===== src/rtl/cart_page_pkg.sv =====
package cart_page_pkg;

    typedef enum logic [1:0] {
        TGT_ROM  = 2'd0,
        TGT_CRAM = 2'd1,
        TGT_SRAM = 2'd2
    } tgt_e;

    typedef struct packed {
        logic [7:0] ctl;
        logic [7:0] pg0;
        logic [7:0] pg1;
        logic [7:0] pg2;
    } page_regs_t;

    localparam int unsigned WIN_AW    = 14;
    localparam int unsigned SRAM_AW   = 13;
    localparam int unsigned FIXED_TOP = 16'h0400;
    localparam int unsigned CTL_RAMEN = 3;
    localparam int unsigned CTL_RAMPG = 2;

endpackage


===== src/rtl/cart_page_regs.sv =====
module cart_page_regs
    import cart_page_pkg::*;
(
    input  logic        clk,
    input  logic        rst_n,
    input  logic [15:0] cpu_addr,
    input  logic        cpu_wr,
    input  logic [7:0]  cpu_wdata,
    output page_regs_t  regs_q
);
    page_regs_t regs_d;
    logic       hit;

    always_comb begin
        hit    = cpu_wr && (cpu_addr[15:2] == 14'h3FFF);
        regs_d = regs_q;
        if (hit) begin
            case (cpu_addr[1:0])
                2'd0:    regs_d.ctl = cpu_wdata;
                2'd1:    regs_d.pg0 = cpu_wdata;
                2'd2:    regs_d.pg1 = cpu_wdata;
                default: regs_d.pg2 = cpu_wdata;
            endcase
        end
    end

    always_ff @(posedge clk) begin
        if (!rst_n) begin
            regs_q.ctl <= 8'd0;
            regs_q.pg0 <= 8'd0;
            regs_q.pg1 <= 8'd1;
            regs_q.pg2 <= 8'd2;
        end else begin
            regs_q <= regs_d;
        end
    end
endmodule


===== src/rtl/cart_page_decode.sv =====
module cart_page_decode
    import cart_page_pkg::*;
#(
    parameter int unsigned RB_W = 4,
    parameter int unsigned PA_W = 18
) (
    input  logic [15:0]     cpu_addr,
    input  logic            cpu_wr,
    input  page_regs_t      regs,
    output tgt_e            tgt,
    output logic [PA_W-1:0] phys,
    output logic            we
);
    logic [7:0]      page_raw;
    logic [RB_W-1:0] page;
    logic [1:0]      win;

    always_comb begin
        win = cpu_addr[15:14];
        case (win)
            2'd0:    page_raw = regs.pg0;
            2'd1:    page_raw = regs.pg1;
            default: page_raw = regs.pg2;
        endcase
        page = page_raw[RB_W-1:0];

        tgt  = TGT_ROM;
        phys = PA_W'({page, cpu_addr[WIN_AW-1:0]});
        we   = 1'b0;

        if (win == 2'd3) begin
            tgt  = TGT_SRAM;
            phys = PA_W'(cpu_addr[SRAM_AW-1:0]);
            we   = cpu_wr;
        end else if (32'(cpu_addr) < FIXED_TOP) begin
            tgt  = TGT_ROM;
            phys = PA_W'(cpu_addr);
        end else if (win == 2'd2 && regs.ctl[CTL_RAMEN]) begin
            tgt  = TGT_CRAM;
            phys = PA_W'({regs.ctl[CTL_RAMPG], cpu_addr[WIN_AW-1:0]});
            we   = cpu_wr;
        end
    end
endmodule


===== src/rtl/cart_dirty_track.sv =====
module cart_dirty_track (
    input  logic       clk,
    input  logic       rst_n,
    input  logic       cram_wr,
    input  logic [7:0] wdata,
    input  logic [7:0] rdata,
    output logic       dirty_q
);
    logic dirty_d;

    always_comb begin
        dirty_d = dirty_q;
        if (cram_wr && (wdata != rdata))
            dirty_d = 1'b1;
    end

    always_ff @(posedge clk) begin
        if (!rst_n) dirty_q <= 1'b0;
        else        dirty_q <= dirty_d;
    end
endmodule


===== src/rtl/cart_page_decoder.sv =====
module cart_page_decoder
    import cart_page_pkg::*;
#(
    parameter int unsigned ROM_BANKS = 16,
    localparam int unsigned RB_W = (ROM_BANKS > 1) ? $clog2(ROM_BANKS) : 1,
    localparam int unsigned PA_W = (RB_W + WIN_AW > WIN_AW + 1) ? RB_W + WIN_AW : WIN_AW + 1
) (
    input  logic            clk,
    input  logic            rst_n,
    input  logic [15:0]     cpu_addr,
    input  logic            cpu_wr,
    input  logic [7:0]      cpu_wdata,
    input  logic [7:0]      cram_rdata,
    output logic [1:0]      tgt,
    output logic [PA_W-1:0] phys_addr,
    output logic            mem_we,
    output logic            dirty
);
    page_regs_t regs_q;
    tgt_e       tgt_w;

    cart_page_regs u_regs (
        .clk       (clk),
        .rst_n     (rst_n),
        .cpu_addr  (cpu_addr),
        .cpu_wr    (cpu_wr),
        .cpu_wdata (cpu_wdata),
        .regs_q    (regs_q)
    );

    cart_page_decode #(.RB_W(RB_W), .PA_W(PA_W)) u_dec (
        .cpu_addr (cpu_addr),
        .cpu_wr   (cpu_wr),
        .regs     (regs_q),
        .tgt      (tgt_w),
        .phys     (phys_addr),
        .we       (mem_we)
    );

    cart_dirty_track u_dirty (
        .clk     (clk),
        .rst_n   (rst_n),
        .cram_wr (mem_we && (tgt_w == TGT_CRAM)),
        .wdata   (cpu_wdata),
        .rdata   (cram_rdata),
        .dirty_q (dirty)
    );

    assign tgt = tgt_w;
endmodule


===== config.mk =====
export PLATFORM = sky130hd
export DESIGN_NAME = cart_page_decoder
export DESIGN_NICKNAME = d
export VERILOG_FILES = /design/src/rtl/cart_page_pkg.sv /design/src/rtl/cart_page_regs.sv /design/src/rtl/cart_page_decode.sv /design/src/rtl/cart_dirty_track.sv /design/src/rtl/cart_page_decoder.sv
export SDC_FILE = /design/constraint.sdc
export NUM_CORES = 1
export LEC_CHECK = 0
export ABC_AREA = 0
export ABC_CLOCK_PERIOD_IN_PS = 1900
export CAP_MARGIN = 30
export CORE_MARGIN = 4
export CORE_UTILIZATION = 38
export CTS_CLUSTER_DIAMETER = 150
export DETAILED_ROUTE_END_ITERATION = 6
export PLACE_DENSITY = 0.8
export SLEW_MARGIN = 20
export SYNTH_ARGS = -nofsm -noshare
export SYNTH_HDL_FRONTEND = slang
export SYNTH_SLANG_ARGS = --single-unit

===== constraint.sdc =====
create_clock -name clk -period 1.9 [get_ports clk]
set_input_delay 0.475 -clock clk [delete_from_list [all_inputs] [get_ports clk]]
set_output_delay 0.475 -clock clk [all_outputs]
set_load 0.1 [all_outputs]

==> key figures, run 1 <==
Route
  – Wirelength per Cell: 16.4 µm
  – Drt pass-1 iters: 4
  – DRT iter0 DRCs: 34
  – DRT antenna net count: 0
  – Vias per cell: 5.12
  – Residual DRC: 0
  – Final Routed Wirelength: 3490 µm
  – Via count: 1090

Global routing
  – First-pass GRT wire length: 5290 µm
  – Grt ovf: 0
  – Initial antenna violation count: 0
  – All-Layer GR Usage: 20.7%
  – Largest net degree at the start of global routing: 23
  – Number of global-route vias before repair: 1187

Setup path
  – Delay of the slowest critical-path stage: 380 ps
  – CP Launch Type: register
  – Worst endpoint required time: 1420 ps
  – CP max-delay cell: dfxtp_2
  – CP Capture Type: primary output
  – Setup CP Type: reg2out
  – Worst path arrival time: 1410 ps
  – Crit path max-delay family: flip-flops
  – Buf/Inv on CP: 1
  – Crit-path max FO: 3
  – CP cell instances: nand2_2 -> nor2_4 -> mux2i_2 -> nor2b_4 -> buf_12

Synthesis
  – Synth Flop Type: dfxtp_1
  – Most common cell in the synthesized netlist: nand2_1
  – Syn Nets: 151
  – Top cells by area, synth: dfxtp_1 (30%), mux2i_1 (19%), buf_4 (9.7%)
  – Synth Instances: 116
  – Count of cell types in the netlist: 21
  – Cell area after synthesis: 1000 µm²
  – Ys async rst share: 0%
  – Sequential share of the synthesized area: 29.9%
  – Post-synth EDFFs: 0
  – Synth Area per Inst: 8.65 µm²
  – Cell taking the most area after synthesis: dfxtp_1
  – Most frequent cells after synthesis: nand2_1 (22), mux2i_1 (19), dfxtp_1 (15)
  – Top cell type's share of synthesized area: 29.9%
  – #FFs+latches synth: 15
  – Synth Warn #: 0

Final layout
  – Layout net count: 219
  – Design area: 2050 µm²
  – Fillers: 147
  – Diode count: 0
  – Area growth from synthesis to layout: 104%
  – Ratio of cells with drive above 1 in the final layout: 42.1%
  – Core Util, Final: 82.1%
  – Non-Filler Instances: 213

Timing
  – Post-layout min period: 1880 ps
  – Final setup slack of the worst path: 19.9 ps
  – Tcrit/Tclk final: 99.0%
  – Setup violators final: 0
  – Max-Slew Margin vs Limit: 78.5%
  – Worst slew pin tran: 319 ps
  – Clock skew: 9.60 ps
  – Setup TNS: 0 ps
  – RSZ-0062 raised after global routing: true
  – Slew Viols, Final: 0
  – Fmax: 532 MHz
  – Final Hold Fails: 0

Placed design
  – Area post-placement: 1910 µm²
  – DP Cell Count: 206
  – Buffers on Ports: 56
  – Hpwl dp: 2810 µm
  – GP Congestion: 0.751
  – Post-place setup slack: -668 ps

Power and ir drop
  – PD cells: 467 nW/µm²
  – Peak supply drop: 468 µV
  – Leakage: 0.918 nW

Clock tree
  – Hold buffers post-CTS: 0
  – Clock sinks: 15
  – H-tree depth: 1
  – CTS buffer count: 3
  – CTS tree: yes
  – Reg clk slew, reported paths: 100 ps
  – Root Buffer: clkbuf_4
  – Clock tree buffer depth: 2
  – Clock latency on the worst-skew pair: 300 ps

Floorplan
  – Die Area: 3530 µm²
  – Chip Width: 59.4 µm
  – Ports: 57
  – Initial Util: 40.1%
  – Die Y: 59.4 µm
  – Site Rows: 18
  – Area of the core: 2500 µm²

Job
  – Max-cap violations: 0

Outcome
  – Outcome: complete, no violations

Min path
  – Worst hold path type: reg2reg
## logic make-up (layout without fill, tap and decap cells)
logic type      Yosys count  in the layout  share of synthesized area [%]
flops                    15             15                           29.9
mux                      19             19                           19.0
compound gates            7              7                           4.36
buf+inv                  18             85                           13.1
simple gates             49             49                           26.7
xor+xnor                  8              8                           6.98
## flip-flops by register name, summed over array words and instances, names as in the netlist
name             count
u_regs.regs_q       14
u_dirty.dirty_q      1
## area by class of cell
cell class                      count  area (µm²)  share of cell area [%]
Sequential cell                    15         302                    14.7
Clock buffer                        3        22.5                    1.10
Multi-Input combinational cell     83         688                    33.5
Clock inverter                      1        5.00                   0.244
Tap cell                           30        37.5                    1.83
Timing Repair Buffer               81         997                    48.6
## layout by cell type, fill, tap and decap left out
master	Yosys	layout
nand3_1	1	1
nand3b_4	0	1
and2_4	0	1
dlymetal6s2s_1	0	1
nor2_4	0	4
buf_6	2	3
xnor2_1	8	8
clkbuf_4	0	4
nand3b_2	2	1
buf_12	0	23
clkinv_2	0	1
nor2b_1	6	4
o211a_4	0	1
mux2i_2	0	1
nand2_4	0	1
nand4_4	1	1
nand2_2	0	1
dfxtp_1	15	14
buf_4	13	22
a21oi_4	0	1
o21ai_1	0	1
dlygate4sd2_1	0	2
nor4_4	1	2
clkdlybuf4s50_1	0	27
o2111ai_1	1	1
nand4_1	4	4
mux2i_1	19	18
a21oi_2	0	3
nor2b_4	0	2
and3_2	0	1
dfxtp_2	0	1
buf_8	0	2
nand2_1	22	20
nor2_1	9	5
## repair_timing
item | 4_1_cts | 5_1_grt
gates resized for setup | 38 | 13
setup buffers | 1 | 2
endpoints found under the setup margin | 16 | 14
pin swaps | 5 | 6
## metal layers
| metal | global-route usage [%] | vias up | routed length [µm] |
|---|---|---|---|
| met2 | 40.4 | 48 | 2010 |
| met3 | 3.92 | 12 | 231 |
| met1 | 17.8 | 512 | 1090 |
| li1 | - | 518 | - |
| met4 | 15.9 | 0 | 148 |
| met5 | 0 | - | 0 |
## per-stage QoR
stage	hold slack [ps]	power (W)
final	481	0.000959
after global routing	507	0.000985
after CTS	478	0.000945
after detailed placement	466	0.000754
after global placement	446	0.000746
after floorplan	435	0.000557
## final timing paths
check / end / slack [ps] / cells after the start / startpoint
worst max-delay path: phys_addr[14] / 20 / 5 / u_regs.regs_q[27]$_SDFFE_PN0P_
worst min-delay path: u_regs.regs_q[18]$_SDFFE_PN0P_ / 480 / 2 / u_regs.regs_q[18]$_SDFFE_PN0P_
worst max register to register: u_dirty.dirty_q$_SDFFE_PN0P_ / 840 / 6 / u_regs.regs_q[27]$_SDFFE_PN0P_
worst min register to register: u_regs.regs_q[18]$_SDFFE_PN0P_ / 480 / 2 / u_regs.regs_q[18]$_SDFFE_PN0P_
## tightest hold or removal path: cells and delay by family, from the launching register on
family           cells  cell delay (ps)
multiplexers         1               60
flip-flops           1              330
AND/OR/NAND/NOR      1               50
## power breakdown
group	total [W]	leakage [nW]	switching, W	internal (W)
registers	0.000314	0.121	0.00000000166	0.000314
logic	0.000452	0.778	0.000249	0.000203
clock network	0.000193	0.0177	0.000114	0.0000785
Note: power is estimated with default switching activity, not from simulation.
==> inputs of run 2 (changes only) <==
- CTS_CLUSTER_SIZE: default -> 12
==> results of run 2 <==
The final DEF is identical to that of run 1; final timing and power are the same.
==> inputs of run 3 (changes only) <==
- CORE_ASPECT_RATIO: default -> 1.2
- GPL_TIMING_DRIVEN: default -> 0
- PLACE_DENSITY: 0.8 -> 0.79
==> key figures, run 3 (same netlist as run 1, synthesis figures left out) <==
Route
  – Vias per cell: 4.73 (was 5.12)
  – Wirelength per Cell: 13.8 µm (was 16.4 µm)
  – Drt pass-1 iters: 4 (unchanged)
  – Residual DRC: 0 (unchanged)
  – Final Routed Wirelength: 2970 µm (was 3490 µm)
  – DRT iter0 DRCs: 17 (was 34)
  – DRT antenna net count: 0 (unchanged)
  – Via count: 1017 (was 1090)

Clock tree
  – CTS tree: yes (unchanged)
  – CTS buffer count: 3 (unchanged)
  – H-tree depth: 1 (unchanged)
  – Clock sinks: 15 (unchanged)
  – Hold buffers post-CTS: 0 (unchanged)
  – Root Buffer: clkbuf_4 (unchanged)
  – Reg clk slew, reported paths: 80 ps (was 100 ps)
  – Clock tree buffer depth: 2 (unchanged)
  – Clock latency on the worst-skew pair: 280 ps (was 300 ps)

Setup path
  – Worst reg2reg path depth: 4 (was 6)
  – Reg2reg end: u_dirty.dirty_q$_SDFFE_PN0P_ (unchanged)
  – Setup CP Type: in2out (was reg2out)
  – CP Launch Type: input pin (was register)
  – Critical Path Start: cpu_addr[15] (was u_regs.regs_q[27]$_SDFFE_PN0P_)
  – R2R Setup Slk: 1080 ps (was 840 ps)
  – Crit-path max FO: 5 (was 3)
  – CP Capture Type: primary output (unchanged)
  – Worst endpoint required time: 1420 ps (about the same)
  – Crit path to: phys_addr[16] (was phys_addr[14])
  – Worst path arrival time: 1480 ps (was 1410 ps)
  – Worst reg2reg path startpoint: u_regs.regs_q[27]$_SDFFE_PN0P_ (unchanged)

Floorplan
  – Area of the core: 2530 µm² (was 2500 µm²)
  – Site Rows: 20 (was 18)
  – Initial Util: 39.7% (was 40.1%)
  – Chip Width: 54.9 µm (was 59.4 µm)
  – Die Area: 3530 µm² (about the same)
  – Die Y: 64.3 µm (was 59.4 µm)
  – Ports: 57 (unchanged)

Power and ir drop
  – Clock share of power: 20.4% (was 20.1%)
  – Switching part of the total: 37.6% (was 37.9%)
  – Net switching power: 0.000332 W (was 0.000363 W)
  – PD cells: 487 nW/µm² (was 467 nW/µm²)
  – Leakage: 0.808 nW (was 0.918 nW)
  – Comb power frac: 44.0% (was 47.1%)
  – Power share of the sequential group: 35.6% (was 32.7%)
  – Tot Pwr: 0.000883 W (was 0.000959 W)
  – Peak supply drop: 455 µV (was 468 µV)
  – Pint: 0.000551 W (was 0.000596 W)

Final layout
  – Diode count: 0 (unchanged)
  – Biggest regs: u_regs.regs_q (14), u_dirty.dirty_q (1) (unchanged)
  – Number of flip-flops in the largest register: 14 (unchanged)
  – Layout net count: 218 (was 219)
  – Largest Register: u_regs.regs_q (unchanged)
  – Area growth from synthesis to layout: 80.7% (was 104%)
  – Ratio of cells with drive above 1 in the final layout: 37.9% (was 42.1%)
  – Most frequent cells in the layout: buf_4 (27), clkdlybuf4s50_1 (27), nand2_1 (20), mux2i_1 (18), dfxtp_1 (14) (was clkdlybuf4s50_1 (27), buf_12 (23), buf_4 (22), nand2_1 (20), mux2i_1 (18))

Global routing
  – All-Layer GR Usage: 17.9% (was 20.7%)
  – First-pass GRT wire length: 4640 µm (was 5290 µm)
  – Number of global-route vias before repair: 961 (was 1187)
  – Grt ovf: 0 (unchanged)
  – Initial antenna violation count: 0 (unchanged)
  – Largest net degree at the start of global routing: 11 (was 23)

Outcome
  – Failing checks: setup timing
  – Outcome: finished, violations left (was complete, no violations)

Timing
  – Setup TNS: -147 ps (was 0 ps)
  – Clock skew: 0.303 ps (was 9.60 ps)
  – Fmax: 512 MHz (was 532 MHz)
  – RSZ-0062 raised after global routing: true (unchanged)
  – Setup violators final: 3 (was 0)
  – Final setup slack of the worst path: -51.4 ps (was 19.9 ps)
  – Worst-case hold slack: 444 ps (was 481 ps)
  – Worst slew pin tran: 546 ps (was 319 ps)
  – Slew Viols, Final: 0 (unchanged)
  – Post-layout min period: 1950 ps (was 1880 ps)
  – Max-Slew Margin vs Limit: 63.8% (was 78.5%)
  – Final Hold Fails: 0 (unchanged)
  – Tcrit/Tclk final: 103% (was 99.0%)

Placed design
  – GP Congestion: 0.741 (was 0.751)
  – Buffers on Ports: 55 (was 56)
  – Hpwl dp: 2310 µm (was 2810 µm)

Job
  – Max-cap violations: 0 (unchanged)

Min path
  – Worst hold path type: reg2reg (unchanged)
==> run 3: changes by cell type in the layout (fill, tap and decap cells not counted), moves of 2 or more <==
cell	before	now
clkdlybuf4s15_2	0	6
buf_4	22	27
clkbuf_1	0	3
buf_2	0	2
a21oi_2	3	1
a21oi_1	0	3
buf_12	23	6
==> run 3: area by class of cell <==
| class | instances | area (µm²) |
|---|---|---|
| Sequential cell | 15 | 302 |
| Multi-Input combinational cell | 83 | 651 |
| Tap cell | 33 | 41.3 |
| Clock buffer | 4 | 26.3 |
| Buffer | 18 | 151 |
| Fill cell | 182 | 714 |
| Timing Repair Buffer | 62 | 642 |
==> run 3: what timing repair did <==
| item | in CTS | in global routing |
|---|---|---|
| gates resized for setup | 154 | 6 |
| buffers inserted | 5 | 2 |
| endpoints found under the setup margin | 22 | 10 |
| pin swaps | 4 | 5 |
==> run 3: per-layer routing <==
metal  vias up  share of wire [%]  GRT usage (%)
met5         -                  0              0
met4         0                1.9           7.29
met3         5                7.4           1.86
met2        36                 54           33.3
met1       458                 36           19.1
li1        518                  -              -
==> run 3: stage by stage <==
step | instances | area (µm²) | util, % | worst slack, ps
floorplan | 116 | 1060 | - | -372
global placement | 204 | 1660 | 65.5 | -1780
detailed placement | 204 | 1660 | 65.5 | -1830
CTS | 213 | 1780 | 70.5 | -76.9
global route | 215 | 1810 | 71.7 | -127
finish | 215 | 1810 | 71.7 | -51.4
==> run 3: worst min-delay path by stage <==
stage                                  startpoint                            end  slack, ps  depth (start not counted)
finish               u_dirty.dirty_q$_SDFFE_PN0P_   u_dirty.dirty_q$_SDFFE_PN0P_        440                          2
floorplan           u_regs.regs_q[0]$_SDFFE_PN0P_  u_regs.regs_q[0]$_SDFFE_PN0P_        430                          2
CTS                  u_dirty.dirty_q$_SDFFE_PN0P_   u_dirty.dirty_q$_SDFFE_PN0P_        450                          2
detailed placement   u_dirty.dirty_q$_SDFFE_PN0P_   u_dirty.dirty_q$_SDFFE_PN0P_        430                          2
global placement     u_dirty.dirty_q$_SDFFE_PN0P_   u_dirty.dirty_q$_SDFFE_PN0P_        430                          2
global route         u_dirty.dirty_q$_SDFFE_PN0P_   u_dirty.dirty_q$_SDFFE_PN0P_        470                          2
==> run 3: worst max-delay path: stages <==
cell	delay, ps
buf_8	100
buf_8	120
nor4_4	280
a21oi_2	120
nand2_2	150
nor2_4	50
buf_12	170
==> run 3: power by group through the flow <==
stage / Sequential, W / Combinational (W) / Clock, W
floorplan: 0.000321 / 0.000236 / 0
global placement: 0.000321 / 0.000363 / 0
detailed placement: 0.000321 / 0.000366 / 0
CTS: 0.000314 / 0.000385 / 0.000190
global route: 0.000314 / 0.000403 / 0.000197
finish: 0.000314 / 0.000388 / 0.000181
